### src/rtl/cdr_pkg.sv
package cdr_pkg;
  // Acquisition phases of the loop
  typedef enum logic [1:0] {
    ACQ_IDLE  = 2'd0,
    ACQ_MEAS  = 2'd1,
    ACQ_TRACK = 2'd2
  } acq_state_e;

  // Sign of one phase-detector decision
  typedef struct packed {
    logic early;
    logic late;
  } pd_event_t;
endpackage

### src/rtl/cdr_seed.sv
// Seeding: measures SEED_N gaps after the first transition, keeps the
// smallest, then hands over to tracking with a one-cycle load strobe.
module cdr_seed
  import cdr_pkg::*;
#(
  parameter int unsigned CNT_W   = 9,
  parameter int unsigned INT_W   = 8,
  parameter int unsigned SEED_N  = 4,
  parameter int unsigned PER_MIN = 8,
  parameter int unsigned PER_MAX = 64
) (
  input  logic             clk,
  input  logic             rst_n,
  input  logic             edge_i,
  output logic             load_o,
  output logic             track_o,
  output logic [INT_W-1:0] seed_o
);
  localparam int unsigned NW = $clog2(SEED_N + 1);

  acq_state_e       st_q, st_d;
  logic [CNT_W-1:0] gap_q, gap_d, min_q, min_d, cand;
  logic [NW-1:0]    n_q, n_d;
  logic             gap_en, meas_en;

  always_comb begin
    gap_en  = (st_q != ACQ_TRACK);
    meas_en = edge_i && (st_q != ACQ_TRACK);
    gap_d   = edge_i ? CNT_W'(1) : ((&gap_q) ? gap_q : gap_q + CNT_W'(1));
    cand    = (gap_q < min_q) ? gap_q : min_q;
    st_d    = st_q;
    min_d   = min_q;
    n_d     = n_q;
    load_o  = 1'b0;
    case (st_q)
      ACQ_IDLE: begin
        st_d  = ACQ_MEAS;
        min_d = '1;
        n_d   = '0;
      end
      ACQ_MEAS: begin
        min_d = cand;
        n_d   = n_q + NW'(1);
        if (n_d == NW'(SEED_N)) begin
          st_d   = ACQ_TRACK;
          load_o = edge_i;
        end
      end
      default: st_d = st_q;
    endcase
    if (cand < CNT_W'(PER_MIN))      seed_o = INT_W'(PER_MIN);
    else if (cand > CNT_W'(PER_MAX)) seed_o = INT_W'(PER_MAX);
    else                             seed_o = INT_W'(cand);
    track_o = (st_q == ACQ_TRACK);
  end

  always_ff @(posedge clk or negedge rst_n) begin
    if (!rst_n) begin
      gap_q <= '0;
    end else if (gap_en) begin
      gap_q <= gap_d;
    end
  end

  always_ff @(posedge clk or negedge rst_n) begin
    if (!rst_n) begin
      st_q  <= ACQ_IDLE;
      min_q <= '1;
      n_q   <= '0;
    end else if (meas_en) begin
      st_q  <= st_d;
      min_q <= min_d;
      n_q   <= n_d;
    end
  end
endmodule

### src/rtl/cdr_nco.sv
// Fractional phase accumulator and period register with fixed-step
// corrections and range clamp.
module cdr_nco #(
  parameter int unsigned INT_W    = 8,
  parameter int unsigned FRAC_W   = 8,
  parameter int unsigned PER_MIN  = 8,
  parameter int unsigned PER_MAX  = 64,
  parameter int unsigned PER_STEP = 8,
  parameter int unsigned PH_STEP  = 256
) (
  input  logic                    clk,
  input  logic                    rst_n,
  input  logic                    load_i,
  input  logic [INT_W-1:0]        seed_i,
  input  logic                    track_i,
  input  logic                    early_i,
  input  logic                    late_i,
  output logic [INT_W+FRAC_W-1:0] ph_o,
  output logic [INT_W+FRAC_W-1:0] per_o,
  output logic                    wrap_o
);
  localparam int unsigned PW    = INT_W + FRAC_W;
  localparam logic [PW:0] ONE_X = (PW+1)'(1) << FRAC_W;
  localparam logic [PW:0] PHS_X = (PW+1)'(PH_STEP);
  localparam logic [PW-1:0] MINF = PW'(PER_MIN) << FRAC_W;
  localparam logic [PW-1:0] MAXF = PW'(PER_MAX) << FRAC_W;
  localparam logic [PW-1:0] STEP = PW'(PER_STEP);

  logic [PW-1:0] ph_q, ph_d, per_q, per_d;
  logic [PW:0]   inc, nxt;
  logic          ph_en, per_en;

  always_comb begin
    inc = ONE_X;
    if (early_i) inc = inc + PHS_X;
    if (late_i)  inc = inc - PHS_X;
    nxt    = {1'b0, ph_q} + inc;
    wrap_o = track_i && (nxt >= {1'b0, per_q});
    if (load_i)      ph_d = ONE_X[PW-1:0];
    else if (wrap_o) ph_d = PW'(nxt - {1'b0, per_q});
    else             ph_d = nxt[PW-1:0];
    ph_en = load_i || track_i;

    per_d = per_q;
    if (load_i) begin
      per_d = PW'(seed_i) << FRAC_W;
    end else if (early_i) begin
      per_d = (per_q < MINF + STEP) ? MINF : per_q - STEP;
    end else if (late_i) begin
      per_d = (per_q > MAXF - STEP) ? MAXF : per_q + STEP;
    end
    per_en = load_i || (track_i && (early_i || late_i));
  end

  always_ff @(posedge clk or negedge rst_n) begin
    if (!rst_n) begin
      ph_q <= '0;
    end else if (ph_en) begin
      ph_q <= ph_d;
    end
  end

  always_ff @(posedge clk or negedge rst_n) begin
    if (!rst_n) begin
      per_q <= MAXF;
    end else if (per_en) begin
      per_q <= per_d;
    end
  end

  assign ph_o  = ph_q;
  assign per_o = per_q;
endmodule

### src/rtl/cdr_pd.sv
// Binary phase detector and per-cell edge flags.
module cdr_pd
  import cdr_pkg::*;
#(
  parameter int unsigned PW = 16
) (
  input  logic          clk,
  input  logic          rst_n,
  input  logic          edge_i,
  input  logic          track_i,
  input  logic          load_i,
  input  logic [PW-1:0] ph_i,
  input  logic [PW-1:0] per_i,
  input  logic          wrap_i,
  output pd_event_t     ev_o,
  output logic          tick_o,
  output logic          bit_o
);
  logic first_half;
  logic prev_q, prev_d, nxt_q, nxt_d, tick_d, bit_d, tick_q, bit_q;
  logic flag_en;

  always_comb begin
    first_half = (ph_i < (per_i >> 1));
    ev_o.late  = track_i && edge_i && first_half;
    ev_o.early = track_i && edge_i && !first_half;
    prev_d  = prev_q;
    nxt_d   = nxt_q;
    tick_d  = 1'b0;
    bit_d   = 1'b0;
    flag_en = load_i || track_i;
    if (load_i) begin
      prev_d = 1'b1;
      nxt_d  = 1'b0;
    end else if (wrap_i) begin
      tick_d = 1'b1;
      bit_d  = prev_q || ev_o.late;
      prev_d = nxt_q || ev_o.early;
      nxt_d  = 1'b0;
    end else begin
      if (ev_o.late)  prev_d = 1'b1;
      if (ev_o.early) nxt_d  = 1'b1;
    end
  end

  always_ff @(posedge clk or negedge rst_n) begin
    if (!rst_n) begin
      prev_q <= 1'b0;
      nxt_q  <= 1'b0;
    end else if (flag_en) begin
      prev_q <= prev_d;
      nxt_q  <= nxt_d;
    end
  end

  always_ff @(posedge clk or negedge rst_n) begin
    if (!rst_n) begin
      tick_q <= 1'b0;
      bit_q  <= 1'b0;
    end else begin
      tick_q <= tick_d;
      bit_q  <= bit_d;
    end
  end

  assign tick_o = tick_q;
  assign bit_o  = bit_q;
endmodule

### src/rtl/cdr_lock.sv
// Lock detector driven by the sequence of phase-error signs.
module cdr_lock
  import cdr_pkg::*;
#(
  parameter int unsigned LOCK_CNT   = 12,
  parameter int unsigned UNLOCK_RUN = 6
) (
  input  logic      clk,
  input  logic      rst_n,
  input  pd_event_t ev_i,
  output logic      lock_o
);
  localparam int unsigned AW = $clog2(LOCK_CNT + 1);
  localparam int unsigned RW = $clog2(UNLOCK_RUN + 1);

  logic          ev, last_q, have_q, lock_q, lock_d;
  logic [AW-1:0] alt_q, alt_d;
  logic [RW-1:0] run_q, run_d;

  always_comb begin
    ev    = ev_i.early || ev_i.late;
    alt_d = alt_q;
    run_d = RW'(1);
    if (have_q && (ev_i.early != last_q)) begin
      alt_d = (alt_q == AW'(LOCK_CNT)) ? alt_q : alt_q + AW'(1);
    end else if (have_q) begin
      run_d = (run_q == RW'(UNLOCK_RUN)) ? run_q : run_q + RW'(1);
    end
    lock_d = lock_q;
    if (run_d >= RW'(UNLOCK_RUN)) begin
      lock_d = 1'b0;
      alt_d  = '0;
    end else if (alt_d >= AW'(LOCK_CNT)) begin
      lock_d = 1'b1;
    end
  end

  always_ff @(posedge clk or negedge rst_n) begin
    if (!rst_n) begin
      last_q <= 1'b0;
      have_q <= 1'b0;
      alt_q  <= '0;
      run_q  <= '0;
      lock_q <= 1'b0;
    end else if (ev) begin
      last_q <= ev_i.early;
      have_q <= 1'b1;
      alt_q  <= alt_d;
      run_q  <= run_d;
      lock_q <= lock_d;
    end
  end

  assign lock_o = lock_q;
endmodule

### src/rtl/cdr_bangbang.sv
module cdr_bangbang
  import cdr_pkg::*;
#(
  parameter int unsigned FRAC_W     = 8,
  parameter int unsigned PER_MIN    = 8,
  parameter int unsigned PER_MAX    = 64,
  parameter int unsigned PER_STEP   = 8,
  parameter int unsigned PH_STEP    = 256,
  parameter int unsigned SEED_N     = 4,
  parameter int unsigned LOCK_CNT   = 12,
  parameter int unsigned UNLOCK_RUN = 6,
  localparam int unsigned INT_W     = $clog2(PER_MAX + 1) + 1,
  localparam int unsigned PW        = INT_W + FRAC_W,
  localparam int unsigned CNT_W     = INT_W + 1
) (
  input  logic          clk,
  input  logic          rst_n,
  input  logic          edge_i,
  output logic          tick_o,
  output logic          bit_o,
  output logic [PW-1:0] period_o,
  output logic          lock_o
);
  logic [1:0]       rsync_q;
  logic             rst_int_n;
  logic             ld, trk, wrap;
  logic [INT_W-1:0] seed;
  logic [PW-1:0]    ph, per;
  pd_event_t        ev;

  // Reset asserts at once and leaves after two clock edges
  always_ff @(posedge clk or negedge rst_n) begin
    if (!rst_n) rsync_q <= 2'b00;
    else        rsync_q <= {rsync_q[0], 1'b1};
  end
  assign rst_int_n = rsync_q[1];

  cdr_seed #(
    .CNT_W(CNT_W), .INT_W(INT_W), .SEED_N(SEED_N),
    .PER_MIN(PER_MIN), .PER_MAX(PER_MAX)
  ) u_seed (
    .clk(clk), .rst_n(rst_int_n), .edge_i(edge_i),
    .load_o(ld), .track_o(trk), .seed_o(seed)
  );

  cdr_nco #(
    .INT_W(INT_W), .FRAC_W(FRAC_W), .PER_MIN(PER_MIN), .PER_MAX(PER_MAX),
    .PER_STEP(PER_STEP), .PH_STEP(PH_STEP)
  ) u_nco (
    .clk(clk), .rst_n(rst_int_n), .load_i(ld), .seed_i(seed),
    .track_i(trk), .early_i(ev.early), .late_i(ev.late),
    .ph_o(ph), .per_o(per), .wrap_o(wrap)
  );

  cdr_pd #(.PW(PW)) u_pd (
    .clk(clk), .rst_n(rst_int_n), .edge_i(edge_i), .track_i(trk),
    .load_i(ld), .ph_i(ph), .per_i(per), .wrap_i(wrap),
    .ev_o(ev), .tick_o(tick_o), .bit_o(bit_o)
  );

  cdr_lock #(.LOCK_CNT(LOCK_CNT), .UNLOCK_RUN(UNLOCK_RUN)) u_lock (
    .clk(clk), .rst_n(rst_int_n), .ev_i(ev), .lock_o(lock_o)
  );

  assign period_o = per;
endmodule

### config.mk
export PLATFORM = sky130hd
export DESIGN_NAME = cdr_bangbang
export DESIGN_NICKNAME = d
export VERILOG_FILES = /design/src/rtl/cdr_pkg.sv /design/src/rtl/cdr_seed.sv /design/src/rtl/cdr_nco.sv /design/src/rtl/cdr_pd.sv /design/src/rtl/cdr_lock.sv /design/src/rtl/cdr_bangbang.sv
export SDC_FILE = /design/constraint.sdc
export NUM_CORES = 1
export LEC_CHECK = 0
export BUFFER_PORTS_ARGS = -buffer_cell sky130_fd_sc_hd__buf_2
export CAP_MARGIN = 20
export CORE_ASPECT_RATIO = 1.5
export CORE_UTILIZATION = 50
export CTS_BUF_LIST = sky130_fd_sc_hd__clkbuf_16
export DETAILED_ROUTE_END_ITERATION = 16
export PLACE_DENSITY = 0.69
export SETUP_SLACK_MARGIN = 0.3
export SKIP_CTS_REPAIR_TIMING = 1
export SLEW_MARGIN = 25
export SYNTH_ARGS = -nofsm -noshare
export SYNTH_HDL_FRONTEND = slang
export SYNTH_SLANG_ARGS = --single-unit
### constraint.sdc
create_clock -name clk -period 3.8 [get_ports clk]
set_clock_uncertainty 0.05 [all_clocks]
set_input_delay 0.38 -clock clk [delete_from_list [all_inputs] [get_ports clk]]
set_output_delay 0.38 -clock clk [all_outputs]
set_load 0.01 [all_outputs]
# Word level (Yosys, flattened, before mapping)
# Cells that the tools add are included.
# classes
reduce_logical,27
n_eq_ne,9
addsub,9
muxes,38
order_cmp,9
# op_table
cell,n
2-to-1 mux 16 bit,7
2-to-1 mux 9 bit,3
one-hot mux 9 bit (2 select lines),1
adder 16 x 17 -> 17 bit,1
>= comparator 17 x 16 -> 1 bit,1
2-to-1 mux 17 bit,1
adder 16 x 4 -> 16 bit (second input constant),1
> comparator 16 x 14 -> 1 bit (second input constant),1
< comparator 16 x 12 -> 1 bit (second input constant),1
< comparator 16 x 15 -> 1 bit,1
2-to-1 mux 8 bit,2
subtractor 16 bit,1
subtractor 16 x 4 -> 16 bit (second input constant),1
2-to-1 mux 1 bit,14
2-to-1 mux 4 bit,3
AND reduction 2 bit,6
subtractor 10 x 9 -> 11 bit (second input constant),1
2-to-1 mux 10 bit,1
adder 9 x 1 -> 9 bit (second input constant),1
> comparator 9 x 7 -> 1 bit (second input constant),1
< comparator 9 x 4 -> 1 bit (second input constant),1
< comparator 9 bit,1
2-to-1 mux 3 bit,3
AND reduction 9 bit,1
21 further kinds,37
# word_totals
output_inout_bits,19
word_cells,108
regBits,71
input_bits,3

# Depth between registers and ports, before layout
# logic_depth
word_depth,11
mapped_depth,23
mapped_depth_nobuf,19

# Cells and area by module
# Synthesis repeated with hierarchy kept, for this count alone.
# hier_totals
cells_unflattened,653
hier_area_um2,5542.8
# by_module_without_submodules
module,instances,seq_area_each_um2,cells_each,area_per_inst_um2
cdr_nco,1,726.9,350,2753.9
cdr_seed,1,586.8,161,1507.7
cdr_lock,1,250.2,67,649.4
cdr_pd,1,100.1,72,578.1
cdr_bangbang,1,50.0,3,53.8

# Least setup slack after synthesis
# OpenSTA, ideal clock, no wires.
# synth_path
path_kind,register to register
startpoint,"register u_nco.per_q[14], in the netlist u_nco.per_o[14]"
endpoint,"register u_nco.ph_q[10], in the netlist u_nco.ph_o[10]"
setup_time_ns,0.069
period_less_slack_ns,4.497
path_slack_ns,-0.697
path_stages_with_launch,21
required_ns,3.681
n_path_buf,3
arrival_time_ns,4.378
cell_sequence,dfstp_2 inv_1 ha_1 a21o_1 a211oi_2 nand2b_1 o21a_1 buf_4 buf_2 ha_1 a21oi_1 nor2_1 xor2_1 ha_1 and3_1 nand3_1 a211oi_1 or3_1 buf_6 or4_1 nand3_1
# synth_between
elab_chain_cells,11
elab_cells_between_ends,13
cone_classes,3 x add/sub; 2 x order compare; 4 x mux; 4 x reduce/logical
# synth_lines
element,line_no,rtl
"start, declared",cdr_nco.sv:29,"logic [PW-1:0] ph_q, ph_d, per_q, per_d;"
"start signal, assigned",cdr_nco.sv:67,per_q <= per_d;
< comparator 16 x 15 -> 1 bit *,cdr_pd.sv:24,first_half = (ph_i < (per_i >> 1));
zero test 1 bit *,cdr_pd.sv:26,ev_o.early = track_i && edge_i && !first_half;
logical AND 1 bit *,cdr_pd.sv:26,
via u_nco.early_i,cdr_nco.sv:16,"input logic early_i,"
2-to-1 mux 10 bit *,cdr_nco.sv:35,if (early_i) inc = inc + PHS_X;
subtractor 10 x 9 -> 11 bit,cdr_nco.sv:36,if (late_i) inc = inc - PHS_X;
2-to-1 mux 17 bit *,cdr_nco.sv:36,
adder 16 x 17 -> 17 bit *,cdr_nco.sv:37,"nxt = {1'b0, ph_q} + inc;"
>= comparator 17 x 16 -> 1 bit,cdr_nco.sv:38,"wrap_o = track_i && (nxt >= {1'b0, per_q});"
logical AND 1 bit,cdr_nco.sv:38,
2-to-1 mux 16 bit *,cdr_nco.sv:40,"else if (wrap_o) ph_d = PW'(nxt - {1'b0, per_q});"
2-to-1 mux 16 bit *,cdr_nco.sv:39,if (load_i) ph_d = ONE_X[PW-1:0];
"end signal, assigned",cdr_nco.sv:59,ph_q <= ph_d;
"end, declared",cdr_nco.sv:29,
# The timed path passes the listed nets; every way through them passes the cells marked *.
# A chain may end at the register's enable or synchronous reset.

# Worst setup path in the final report
# layout_path
startpoint,"register u_nco.per_q[14], in the netlist u_nco.per_o[14]"
endpoint,"register u_nco.ph_q[10], in the netlist u_nco.ph_o[10]"
# layout_between
elab_chain_cells,11
elab_cells_between_ends,13
cone_classes,3 x add/sub; 2 x order compare; 4 x mux; 4 x reduce/logical
# layout_lines
element,line_no
< comparator 16 x 15 -> 1 bit,cdr_pd.sv:24
zero test 1 bit,cdr_pd.sv:26
logical AND 1 bit,cdr_pd.sv:26
2-to-1 mux 10 bit,cdr_nco.sv:35
subtractor 10 x 9 -> 11 bit,cdr_nco.sv:36
2-to-1 mux 17 bit,cdr_nco.sv:36
adder 16 x 17 -> 17 bit,cdr_nco.sv:37
>= comparator 17 x 16 -> 1 bit,cdr_nco.sv:38
logical AND 1 bit,cdr_nco.sv:38
2-to-1 mux 16 bit *,cdr_nco.sv:40
2-to-1 mux 16 bit *,cdr_nco.sv:39
# Mark *: on every way between the ends. The rest lies on a longest branch, timed or not.

==> impl_metrics.ini <==
[outcome]
outcome = finished, violations left
failed_checks = setup timing

[timing]
setup_tns_ps = -4190
holdWs_ps = 295
max-slew-margin-rel = 0.383
period_share = 1.09
drv_slew = 0
hold_violations = 0
setup_violations = 17
max_freq_ghz = 0.242
fin_ws_ps = -337
worst_slew_pin_slew_ps = 926
rsz0062_at_grt = yes
fin_crit_ps = 4140

[power]
p_sw_mw = 2.59
p_sw_frac = 0.445
peakVddDrop_mv = 0.448
p_comb_frac = 0.655
pwr-share-seq = 0.206
power.share.clock = 0.139
powerDensity_mw_per_mm2 = 889
p_leak_nw = 3.12
p_int_mw = 3.22
p_total_mw = 5.80

[logic_synthesis]
ys_warn_count = 0
ys_seq_area_frac = 0.323
yosysUniqueCellTypes = 73
synth_area_mm2 = 0.00523
async_flop_share = 1.00
synth_ff_type = dfrtp_1
syn_inst = 614
postSynthAreaPerCell_um2 = 8.52
ys_ff_latch = 67
synth-edff-count = 0

[setup_path]
cp-start-kind = flip-flop
crit_fanout = 3
max_stage_delay_ps = 530
worst_path_max_delay_cell = dfstp_2
crit_top_cell = ha_4
cp.arrival_ps = 4370
critPathRequiredTime_ps = 4030
end_kind = flip-flop
worstSetupPathType = flip-flop to flip-flop
critical_path.cell_chain = inv_2, ha_4, a21o_1, a211oi_2, nand2b_1, o21a_1, buf_6, ha_4, a21oi_4, nand2b_4, xnor2_4, ha_4, and3_4, nand3_2, a211oi_2, buf_4, nor3_4, or4_4, nand3_2

[finish]
final_layout_size_suffix_gt1_frac = 0.256
num_antenna_cells = 0
seq_area_mm2 = 0.00169
nets = 757
area_delta_synth_final_pct = 24.8
multi_input_comb_area_mm2 = 0.00349
final_cell_mix = buf_4 (86), nand2_1 (57), dfrtp_1 (56)
final_common_cell = buf_4
nFillCells = 835

[routing]
drc = 0
totalWireLength_mm = 15.8
drtAntennaViolNets = 0
drt-pass1-iter-count = 5
post_drt_wl_per_cell_um = 19.0
vias = 5192
drt-initial-drc-count = 347
viasPerCell = 6.28

[die]
placeableCoreArea_mm2 = 0.0101
die_area_mm2 = 0.0109
die_w_um = 85.5
io_pins = 22
die_y_um = 127
rows = 45
start_util = 0.516

[global_routing]
overflow = 0
grt_max_degree = 43
track_usage = 0.302
antenna_found_initial = 0
grt_pass1_vias = 5271
grt_pass1_wl_mm = 25.4

[placement]
dp_hpwl_mm = 11.7
post-place-ws_ps = -395
gp_congestion = 0.916
port_buffers = 18

[run]
drv_cap = 0

[clock_network]
cts_sinks = 67
ctsLongestPathBuffers = 2
clock-root-buffer = clkbuf_16
cts_max_level = 3
cts_tree = built
numCtsBuffers = 9
insertion_delay_ps = 340
clkTransAtPathRegs_ps = 60

[hold_path]
hold_path.class = primary input to async pin
## logic make-up (layout without fill, tap and decap cells)
group | count (synthesis) | in the layout | synth area share
flops | 67 | 67 | 0.323
compound gates | 174 | 174 | 0.228
other cells | 2 | 6 | 0.00144
fa+ha+maj | 49 | 49 | 0.119
xor+xnor | 21 | 21 | 0.0352
buf+inv | 73 | 165 | 0.0584
simple gates | 213 | 213 | 0.204
mux | 15 | 15 | 0.0316
## area by class of cell
class | count | area share
clock buffers | 9 | 0.0345
inverters | 43 | 0.0251
repair buffers | 106 | 0.116
well taps | 117 | 0.0224
multi-input cells | 478 | 0.535
clock inverters | 7 | 0.00824
flip-flops and latches | 67 | 0.259
## critical path: cells and delay by family, from the launching register on
family,cells,cell delay (ps)
flip-flops,1,530
AND/OR/NAND/NOR,7,1190
XOR/XNOR,1,80
adder cells (fa/ha/maj),3,720
buffers and inverters,3,350
AO/OA/AOI/OAI,5,1150
## metrics by stage
stage	cell area, um2	util	cells
2_1_floorplan	5380	-	618
3_3_place_gp	6070	0.599	807
3_5_place_dp	6070	0.599	807
4_1_cts	6350	0.627	823
5_1_grt	6530	0.644	827
6_report	6530	0.644	827
## state kept, by name (all words and copies together) (netlist names), 2 cells and up
name	count
u_nco.ph_o	15
u_nco.per_o	13
u_lock.run_q	3
u_seed.min_q	9
u_lock.alt_q	4
rsync_q	2
u_seed.n_q	3
u_seed.st_q	2
u_seed.gap_q	9
## routing by layer
layer	vias to the layer above	global-route usage	routed length (um)	part of all wire
met2	182	0.536	8270	0.53
met3	57	0.0523	705	0.045
li1	2431	-	-	-
met1	2522	0.325	5880	0.37
met4	0	0.198	891	0.057
met5	-	0	0	0
## synth_stat cells (12+ instances only)
| cell type | n | area, um2 |
|---|---|---|
| dfrtp_1 | 57 | 1430 |
| nand2_1 | 57 | 214 |
| ha_1 | 48 | 601 |
| inv_1 | 42 | 158 |
| nand3_1 | 42 | 210 |
| a21oi_1 | 38 | 190 |
| nor2_1 | 37 | 139 |
| o21ai_0 | 34 | 170 |
| clkbuf_1 | 17 | 63.8 |
| nor3_1 | 17 | 85.1 |
| and3_1 | 14 | 87.6 |
| xnor2_1 | 14 | 123 |
| mux2i_1 | 12 | 120 |
## power groups by stage
stage	logic [mW]	registers (mW)	clock network, mW
6_report	3.80	1.20	0.805
5_1_grt	4.15	1.22	0.850
4_1_cts	3.53	1.19	0.814
3_5_place_dp	3.51	1.20	0
3_3_place_gp	3.41	1.19	0
2_1_floorplan	2.30	1.23	0
## worst paths after layout
| path | startpoint | to | slack, ps | cells past startpoint |
|---|---|---|---|---|
| min in group clk | rsync_q[0]$_DFF_PN0_ | rsync_q[1]$_DFF_PN0_ | 300 | 0 |
| setup / recovery | u_nco.per_o[14]$_DFFE_PN1P_ | u_nco.ph_o[10]$_DFFE_PN0P_ | -340 | 19 |
| setup reg to reg | u_nco.per_o[14]$_DFFE_PN1P_ | u_nco.ph_o[10]$_DFFE_PN0P_ | -340 | 19 |
| max in group asynchronous | rsync_q[1]$_DFF_PN0_ | u_nco.per_o[7]$_DFFE_PN0P_ | 2440 | 1 |
| hold reg to reg | rsync_q[0]$_DFF_PN0_ | rsync_q[1]$_DFF_PN0_ | 290 | 0 |
| hold / removal | rst_n | rsync_q[0]$_DFF_PN0_ | 290 | 2 |
Power figures use the tool's default switching activity.
